$ cat src/rtl/csync_slave.sv
module csync_slave #(
  parameter int MAXW = 9,
  parameter int MINW = 5,
  parameter int LW   = $clog2(MAXW + 1)
) (
  input  logic            clk,
  input  logic            rst_n,
  input  logic            sck,
  input  logic            sdi,
  output logic            sdo,
  input  logic            spi_phase,
  input  logic            sck_inv,
  input  logic            out_en,
  input  logic            tx_en,
  input  logic            rx_en,
  input  logic [LW-1:0]   frame_len,
  input  logic            tx_wr,
  input  logic [MAXW-1:0] tx_data,
  input  logic            rx_rd,
  output logic [MAXW-1:0] rx_data,
  output logic            tx_empty,
  output logic            rx_full,
  output logic            overrun,
  input  logic            tx_ie,
  input  logic            rx_ie,
  output logic            tx_irq,
  output logic            rx_irq
);
  logic s1, s2, sd;
  logic [LW-1:0] bitcnt, len;
  logic [MAXW-1:0] tdr, tsh, rsh, rx_next, rx_word;
  logic tx_act;

  always_ff @(posedge clk or negedge rst_n)
    if (!rst_n) {s1, s2, sd} <= '0;
    else        {s1, s2, sd} <= {sck, s1, s2};

  wire rise   = s2 & ~sd;
  wire fall   = ~s2 & sd;
  wire swap   = spi_phase | sck_inv;
  wire smp_ev = swap ? fall : rise;
  wire drv_ev = swap ? rise : fall;
  wire active = rx_en | tx_en;
  wire tx_on  = tx_en & out_en;

  always_comb
    if (frame_len < LW'(MINW))      len = LW'(MINW);
    else if (frame_len > LW'(MAXW)) len = LW'(MAXW);
    else                            len = frame_len;

  wire last  = active & smp_ev & (bitcnt == len - LW'(1));
  wire load  = tx_on & ~tx_empty & ~tx_act & (bitcnt == '0) & (spi_phase ? smp_ev : drv_ev);
  wire shift = tx_act & drv_ev;

  assign rx_next = {sdi, rsh[MAXW-1:1]};
  assign rx_word = rx_next >> (LW'(MAXW) - len);

  always_ff @(posedge clk or negedge rst_n) begin
    if (!rst_n) begin
      bitcnt   <= '0;
      tx_act   <= 1'b0;
      tdr      <= '0;
      tsh      <= '0;
      rsh      <= '0;
      rx_data  <= '0;
      tx_empty <= 1'b1;
      rx_full  <= 1'b0;
      overrun  <= 1'b0;
    end else begin
      if (!active) begin
        bitcnt <= '0;
        tx_act <= 1'b0;
      end else if (smp_ev) begin
        bitcnt <= last ? '0 : bitcnt + LW'(1);
        if (last) tx_act <= 1'b0;
      end
      if (shift) tsh <= tsh >> 1;
      if (load) begin
        tsh      <= tdr;
        tx_act   <= 1'b1;
        tx_empty <= 1'b1;
      end
      if (tx_wr && tx_en) begin
        tdr      <= tx_data;
        tx_empty <= 1'b0;
      end
      if (active && smp_ev && rx_en) rsh <= rx_next;
      if (rx_rd) begin
        rx_full <= 1'b0;
        overrun <= 1'b0;
      end
      if (last && rx_en) begin
        if (rx_full && !rx_rd) overrun <= 1'b1;
        else begin
          rx_data <= rx_word;
          rx_full <= 1'b1;
        end
      end
    end
  end

  assign sdo = !tx_on ? 1'b1 :
               tx_act ? tsh[0] :
               (spi_phase && !tx_empty) ? tdr[0] : 1'b1;

  assign tx_irq = tx_ie & tx_empty;
  assign rx_irq = rx_ie & rx_full;
endmodule

$ cat config.mk
export PLATFORM = sky130hd
export DESIGN_NAME = csync_slave
export DESIGN_NICKNAME = d
export VERILOG_FILES = /design/src/rtl/csync_slave.sv
export SDC_FILE = /design/constraint.sdc
export NUM_CORES = 1
export LEC_CHECK = 0
export ABC_AREA = 1
export CORE_MARGIN = 1.5
export CORE_UTILIZATION = 45
export CTS_CLUSTER_DIAMETER = 50
export DETAILED_ROUTE_END_ITERATION = 16
export PLACE_DENSITY_LB_ADDON = 0.3
export SYNTH_ARGS = -nofsm -noshare
export SYNTH_HDL_FRONTEND = slang
export SYNTH_SLANG_ARGS = --single-unit
$ cat constraint.sdc
create_clock -name clk -period 1.5 [get_ports clk]
set_input_delay 0.3 -clock clk [delete_from_list [all_inputs] [get_ports clk]]
set_output_delay 0.3 -clock clk [all_outputs]
set_load 0.01 [all_outputs]
==> results of run 1 <==
==> registers in the layout (all words and copies together), names as in the netlist <==
signal	cells
sd	1
tdr	9
tx_empty	1
rsh	8
bitcnt	4
s1	1
rx_data	9
overrun	1
s2	1
tx_act	1
rx_full	1
tsh	9
==> cells by family after synthesis <==
| kind of cell | synth area share, % |
|---|---|
| AND/OR/NAND/NOR | 29.7 |
| buffers and inverters | 9.44 |
| multiplexers | 3.13 |
| XOR/XNOR | 0.696 |
| AO/OA/AOI/OAI | 9.29 |
| adder cells (fa/ha/maj) | 1.99 |
| flip-flops | 45.8 |
==> how the worst max path moves through the flow <==
stage	startpoint	to	slack (ns)	cells after the start
detailed placement	frame_len[3]	rx_data[6]$_DFFE_PN0P_	-0.96	19
global placement	frame_len[3]	rx_data[1]$_DFFE_PN0P_	-0.89	17
finish	frame_len[2]	rx_data[3]$_DFFE_PN0P_	-0.15	18
global route	frame_len[3]	rx_data[3]$_DFFE_PN0P_	-0.25	17
floorplan	frame_len[3]	rx_data[0]$_DFFE_PN0P_	-0.36	18
CTS	frame_len[3]	rx_data[8]$_DFFE_PN0P_	-0.23	17
==> layout by cell type (no fill, tap or decap), types with 6 or more instances in the layout <==
cell type / n
dfrtp_1: 45
nor2_1: 20
inv_2: 8
nand2_1: 78
dlygate4sd2_1: 11
buf_4: 31
mux2_2: 7
nand2_2: 13
clkdlybuf4s50_1: 17
nand3_1: 35
inv_1: 40
buf_6: 6
o21ai_1: 17
o21ai_0: 14
==> power breakdown <==
group | switching (mW) | leakage [nW] | total, mW | internal (mW)
logic | 0.858 | 1.23 | 1.60 | 0.746
registers | 0.210 | 0.576 | 1.82 | 1.61
clock network | 0.460 | 0.0495 | 0.806 | 0.346
==> worst register-to-register path, stage by stage, from the launching register on <==
cell      delay (ns)
dfrtp_1         0.40
inv_1           0.07
nand2_2         0.07
nand2_2         0.06
nand2_2         0.06
nor2_1          0.11
nand2_1         0.10
clkinv_2        0.07
nand2_4         0.05
nor2_4          0.21
nand3_4         0.14
nand2_1         0.10
nand2_1         0.06
==> through the flow <==
step	utilization (%)	worst slack, ns
6_report	64.9	-0.150
5_1_grt	64.9	-0.250
4_1_cts	63.1	-0.227
3_5_place_dp	60.2	-0.956
3_3_place_gp	60.2	-0.889
2_1_floorplan	-	-0.357
==> per-layer routing <==
layer / GRT usage (%) / up-vias / wire length [um]
met4: 5.82 / 0 / 73
li1: - / 1203 / -
met3: 3.53 / 6 / 174
met5: 0 / - / 0
met1: 26.0 / 1059 / 2570
met2: 33.4 / 36 / 2700
==> timing repair <==
item	4_1_cts	5_1_grt
endpoints found under the setup margin	45	39
setup buffers	4	0
hold endpoints to repair	45	0
gates resized for setup	49	56
cloned	1	1
hold buffers	1	0
pin swaps	18	19
==> area by class of cell <==
class                   instances  area (um2)
flip-flops and latches         46        1150
well taps                      72        90.1
repair buffers                 78         712
fillers                       469        1910
inverters                      51         208
clock inverters                 3        26.3
clock buffers                   5        68.8
multi-input cells             224        1270
==> flow_metrics.py, run 1 <==
metrics = {
    "outcome": {
        "status": "finished with violations",
        "violations": "setup timing",
    },
    "worst_setup_path": {
        "r2r_slack_ns": -0.09,
        "critPathBufInv": 5,
        "cp_top_family": "simple AND/OR/NAND/NOR gates",
        "cp.arrival_ns": 1.85,
        "worst-setup-path-type": "in -> reg",
        "cp-end-kind": "register",
        "timing.rr.end": "rx_data[3]$_DFFE_PN0P_",
        "r2r_cells": 12,
        "slowest_stage": "ha_4",
        "worstPathRequired_ns": 1.70,
        "path_max_fanout": 5,
        "timing.rr.start": "s2$_DFF_PN0_",
        "start_kind": "input pin",
        "max_stage_delay_ns": 0.26,
        "cp_cell_sequence": "buf_6 > inv_4 > nand3_4 > nand2_4 > nand2_4 > inv_2 > ha_4 > inv_2 > nand2_2 > nand3_2 > nor2_1 > nand2_1 > clkinv_2 > nand2_4 > nor2_4 > nand3_4 > nand2_1 > nand2_1",
    },
    "layout": {
        "final_cells": 479,
        "insertedDiodeCount": 0,
        "fin_nets": 436,
        "drive_above_1_share_pct": 27.3,
        "fin_area_um2": 3530,
        "syn_to_final_growth_pct": 40.2,
    },
    "job": {
        "max_cap_violations": 0,
    },
    "sta": {
        "tightest_slew_ns": 0.344,
        "tns_ns": -1.49,
        "slew_headroom_pct": 77.0,
        "finClkSkew_ns": 0.00588,
        "hold_violations": 0,
        "grt_setup_unrepaired": "true",
        "min_period_ns": 1.65,
        "worst_slack_ns": -0.150,
        "maxSlewViolCount": 0,
        "setup_violations": 15,
        "period_share_pct": 110,
        "max_freq_mhz": 606,
        "whs_ns": 0.372,
    },
    "logic_synthesis": {
        "ys_top_cells_by_count": "90 x nand2_1, 46 x inv_1, 45 x dfrtp_1, 37 x nand3_1, 33 x o21ai_0",
        "synth.most_common_cell": "nand2_1",
        "ys_seq_area_share_pct": 45.8,
        "synth_nets": 359,
        "ys_seq_elements": 46,
        "synth-edff-count": 0,
        "avgSynthCellArea_um2": 7.65,
        "async_reset_ff_share_pct": 100,
        "synth_top_area_share_pct": 44.7,
        "synth.cell_area_um2": 2520,
        "synth.distinct_cells": 30,
        "synthFlopType": "dfrtp_1",
        "yosysWarningCount": 0,
        "synth_top_cells_by_area": "dfrtp_1 45%, nand2_1 13%, nand3_1 7.4%, inv_1 6.9%, o21ai_0 6.6%",
        "post_synth_inst_count": 329,
        "synth_area_leader_cell": "dfrtp_1",
    },
    "global_route": {
        "grt_pass1_vias": 2222,
        "grt_first_pass_wirelength_mm": 9.61,
        "grt_usage_pct": 19.8,
        "antenna_found_initial": 0,
        "grt_overflow": 0,
        "grt_max_degree": 47,
    },
    "cts": {
        "worstSkewPairLatency_ns": 0.30,
        "cts_buffers": 5,
        "cts_root_buffer": "clkbuf_8",
        "clk_pin_slew_worst_paths_ns": 0.09,
        "cts_sinks": 46,
        "ctsLongestPathBuffers": 2,
        "cts-htree-levels": 2,
        "cts_tree": "yes",
    },
    "worst_hold_path": {
        "whs_path_depth": 0,
        "hold_end": "s2$_DFF_PN0_",
        "hold_start": "s1$_DFF_PN0_",
        "hold_class": "reg -> reg",
    },
    "die": {
        "fp.dieH_um": 77.8,
        "core_um2": 5440,
        "dieArea_um2": 6050,
        "rows": 27,
        "initial_core_util_pct": 46.3,
        "pin_count": 41,
        "die_w_um": 77.8,
    },
    "power_and_ir_drop": {
        "power_mw": 4.23,
        "max-vdd-ir-drop_mv": 0.683,
        "power_density_nw_per_um2": 1200,
        "power.leakage_nw": 1.85,
    },
    "detailed_routing": {
        "via_per_inst": 4.81,
        "first_iter_violations": 91,
        "post_drt_wl_per_cell_um": 11.5,
        "drt_wl_total_mm": 5.52,
        "vias": 2304,
        "dr.pass1.iters": 4,
        "drc": 0,
        "ant_nets": 0,
    },
    "place": {
        "post-dp-hpwl_mm": 4.02,
        "portBuffers": 40,
        "gp_congestion": 0.907,
        "placed_cell_area_um2": 3270,
        "dp.cells": 465,
    },
}
Note: power is estimated with default switching activity, not from simulation.
==> inputs of run 2 (changes only) <==
--- a/config.mk
+++ b/config.mk
@@ -7,7 +7,7 @@
 export LEC_CHECK = 0
 export ABC_AREA = 1
 export CORE_MARGIN = 1.5
-export CORE_UTILIZATION = 45
+export CORE_UTILIZATION = 35
 export CTS_CLUSTER_DIAMETER = 50
 export DETAILED_ROUTE_END_ITERATION = 16
 export PLACE_DENSITY_LB_ADDON = 0.3
==> run 2 against run 1 <==
Against the previous run: the run still ends with setup timing left; critical path depth down 2; clock skew up 0.0019 ns; core utilization down 11 points; flip-flop and latch count unchanged; wire length up 9.9%; cell area up 5.2%; setup slack better by 0.029 ns; largest cell class unchanged; highest routed layer unchanged.
==> flow_metrics.py, run 2 (synthesis gave the netlist of run 1 again) <==
metrics = {
    "die": {
        "die_w_um": 87.8,
        "initial_core_util_pct": 36.6,
        "dieArea_um2": 7710,
        "core_um2": 6870,
        "fp.dieH_um": 87.8,
        "rows": 30,
        "pin_count": 41,
    },
    "detailed_routing": {
        "dr.pass1.iters": 4,
        "drc": 0,
        "ant_nets": 0,
        "via_per_inst": 4.63,
        "drt_wl_total_mm": 6.07,
        "vias": 2356,
        "post_drt_wl_per_cell_um": 11.9,
        "first_iter_violations": 76,
    },
    "worst_hold_path": {
        "hold_class": "reg -> reg",
        "whs_path_depth": 0,
        "hold_start": "s1$_DFF_PN0_",
        "hold_end": "s2$_DFF_PN0_",
    },
    "layout": {
        "final-seq-area_um2": 1150,
        "fin_util_pct": 54.1,
        "reg_top3": "rx_data x9, tdr x9, tsh x9",
        "fillers": 653,
        "final_cell_mix": "78 x nand2_1, 44 x dfrtp_1, 39 x inv_1",
        "syn_to_final_growth_pct": 47.5,
        "fin_nets": 442,
        "final_common_cell": "nand2_1",
        "drive_above_1_share_pct": 31.7,
        "insertedDiodeCount": 0,
        "multi_input_area_um2": 1330,
    },
    "job": {
        "max_cap_violations": 0,
    },
    "sta": {
        "maxSlewViolCount": 0,
        "min_period_ns": 1.62,
        "tns_ns": -2.18,
        "whs_ns": 0.359,
        "hold_violations": 0,
        "tightest_slew_ns": 0.339,
        "grt_setup_unrepaired": "true",
        "slew_headroom_pct": 77.4,
        "worst_slack_ns": -0.121,
        "setup_violations": 25,
        "finClkSkew_ns": 0.00776,
        "period_share_pct": 108,
        "max_freq_mhz": 617,
    },
    "global_route": {
        "grt_overflow": 0,
        "grt_pass1_vias": 2313,
        "antenna_found_initial": 0,
        "grt_max_degree": 41,
        "grt_usage_pct": 16.6,
        "grt_first_pass_wirelength_mm": 10.1,
    },
    "cts": {
        "cts_buffers": 5,
        "cts_tree": "yes",
        "cts_sinks": 46,
        "worstSkewPairLatency_ns": 0.30,
        "clk_pin_slew_worst_paths_ns": 0.09,
        "ctsLongestPathBuffers": 2,
        "cts_root_buffer": "clkbuf_8",
        "cts-htree-levels": 2,
    },
    "power_and_ir_drop": {
        "max-vdd-ir-drop_mv": 0.615,
        "power_density_nw_per_um2": 1200,
        "power.leakage_nw": 1.88,
    },
    "place": {
        "pre_cts_slack_ns": -0.964,
        "post-dp-hpwl_mm": 4.36,
        "gp_congestion": 0.834,
        "portBuffers": 40,
    },
    "worst_setup_path": {
        "path_max_fanout": 4,
        "timing.rr.end": "tsh[5]$_DFFE_PN0P_",
        "r2r_cells": 10,
        "cp.arrival_ns": 1.82,
        "worstPathRequired_ns": 1.70,
        "timing.rr.start": "bitcnt[1]$_DFFE_PN0N_",
        "start_kind": "input pin",
        "worst-setup-path-type": "in -> reg",
        "cp-end-kind": "register",
        "r2r_slack_ns": -0.12,
    },
    "outcome": {
        "violations": "setup timing",
        "status": "finished with violations",
    },
}
[run 2: cell count changes in the layout (fill, tap and decap cells not counted), moves of 3 or more]
cell | before | now
a21oi_2 | 1 | 4
o21ai_2 | 3 | 10
o21ai_1 | 17 | 9
clkbuf_2 | 3 | 0
[run 2: final cells by class]
type,instances,area share [%]
Clock inverter,3,0.674
Inverter,51,5.66
Tap cell,96,3.23
Timing Repair Buffer,84,21.7
Sequential cell,46,31.1
Multi-Input combinational cell,224,35.8
Clock buffer,5,1.85
[run 2: how the worst max path moves through the flow]
stage,end,slack [ns],start,cells after the start
finish,rx_data[3]$_DFFE_PN0P_,-0.12,frame_len[3],16
global placement,rx_data[1]$_DFFE_PN0P_,-0.92,frame_len[3],19
detailed placement,rx_data[2]$_DFFE_PN0P_,-0.96,frame_len[3],19
floorplan,rx_data[0]$_DFFE_PN0P_,-0.36,frame_len[3],18
global route,rx_data[7]$_DFFE_PN0P_,-0.25,frame_len[3],18
CTS,rx_data[7]$_DFFE_PN0P_,-0.21,frame_len[3],17
[run 2: power breakdown]
| group | internal (mW) | switching (mW) |
|---|---|---|
| combinational | 0.847 | 0.937 |
| sequential | 1.62 | 0.239 |
| clock | 0.337 | 0.471 |
[run 2: critical path: stages]
cell and delay [ns]:
buf_12 0.12, inv_12 0.04, nand3_4 0.08, buf_6 0.13
ha_4 0.26, inv_2 0.03, nand2_2 0.04, nand3_2 0.05
nor2_1 0.08, nand2_1 0.09, clkinv_2 0.06, nand2_2 0.06
nor2_4 0.20, nand3_2 0.14, nand2_1 0.09, nand2_1 0.05
[run 2: what timing repair did]
item                                   4_1_cts  5_1_grt
cloned                                       1        2
pin swaps                                   19       23
resized for setup                           58       64
hold buffers                                 1        0
setup buffers                                3        5
endpoints found under the hold margin        6        0
setup endpoints to repair                   47       36
[run 2: layer usage]
| layer | part of all wire (%) | global-route usage (%) | wire (um) | vias up |
|---|---|---|---|---|
| met1 | 47 | 21.8 | 2880 | 1096 |
| met3 | 3.5 | 2.83 | 211 | 6 |
| met4 | 0.97 | 4.33 | 59 | 0 |
| met5 | 0 | 0 | 0 | - |
| li1 | - | - | - | 1210 |
| met2 | 48 | 28.3 | 2920 | 44 |
[run 2: metrics by stage]
stage                     cell area [um2]  std cells  power (mW)
final                                3710        509        4.45
after global routing                 3710        509        4.80
after CTS                            3470        503        4.23
after detailed placement             3310        490        3.40
after global placement               3310        490        3.33
after floorplan                      2560        329        2.67
==> inputs of run 3 (changes only) <==
--- a/config.mk
+++ b/config.mk
@@ -9,6 +9,7 @@
 export CORE_MARGIN = 1.5
 export CORE_UTILIZATION = 35
 export CTS_CLUSTER_DIAMETER = 50
+export CTS_CLUSTER_SIZE = 40
 export DETAILED_ROUTE_END_ITERATION = 16
 export PLACE_DENSITY_LB_ADDON = 0.3
 export SYNTH_ARGS = -nofsm -noshare
==> results of run 3 <==
The final DEF is identical to that of run 2; final timing and power are the same.
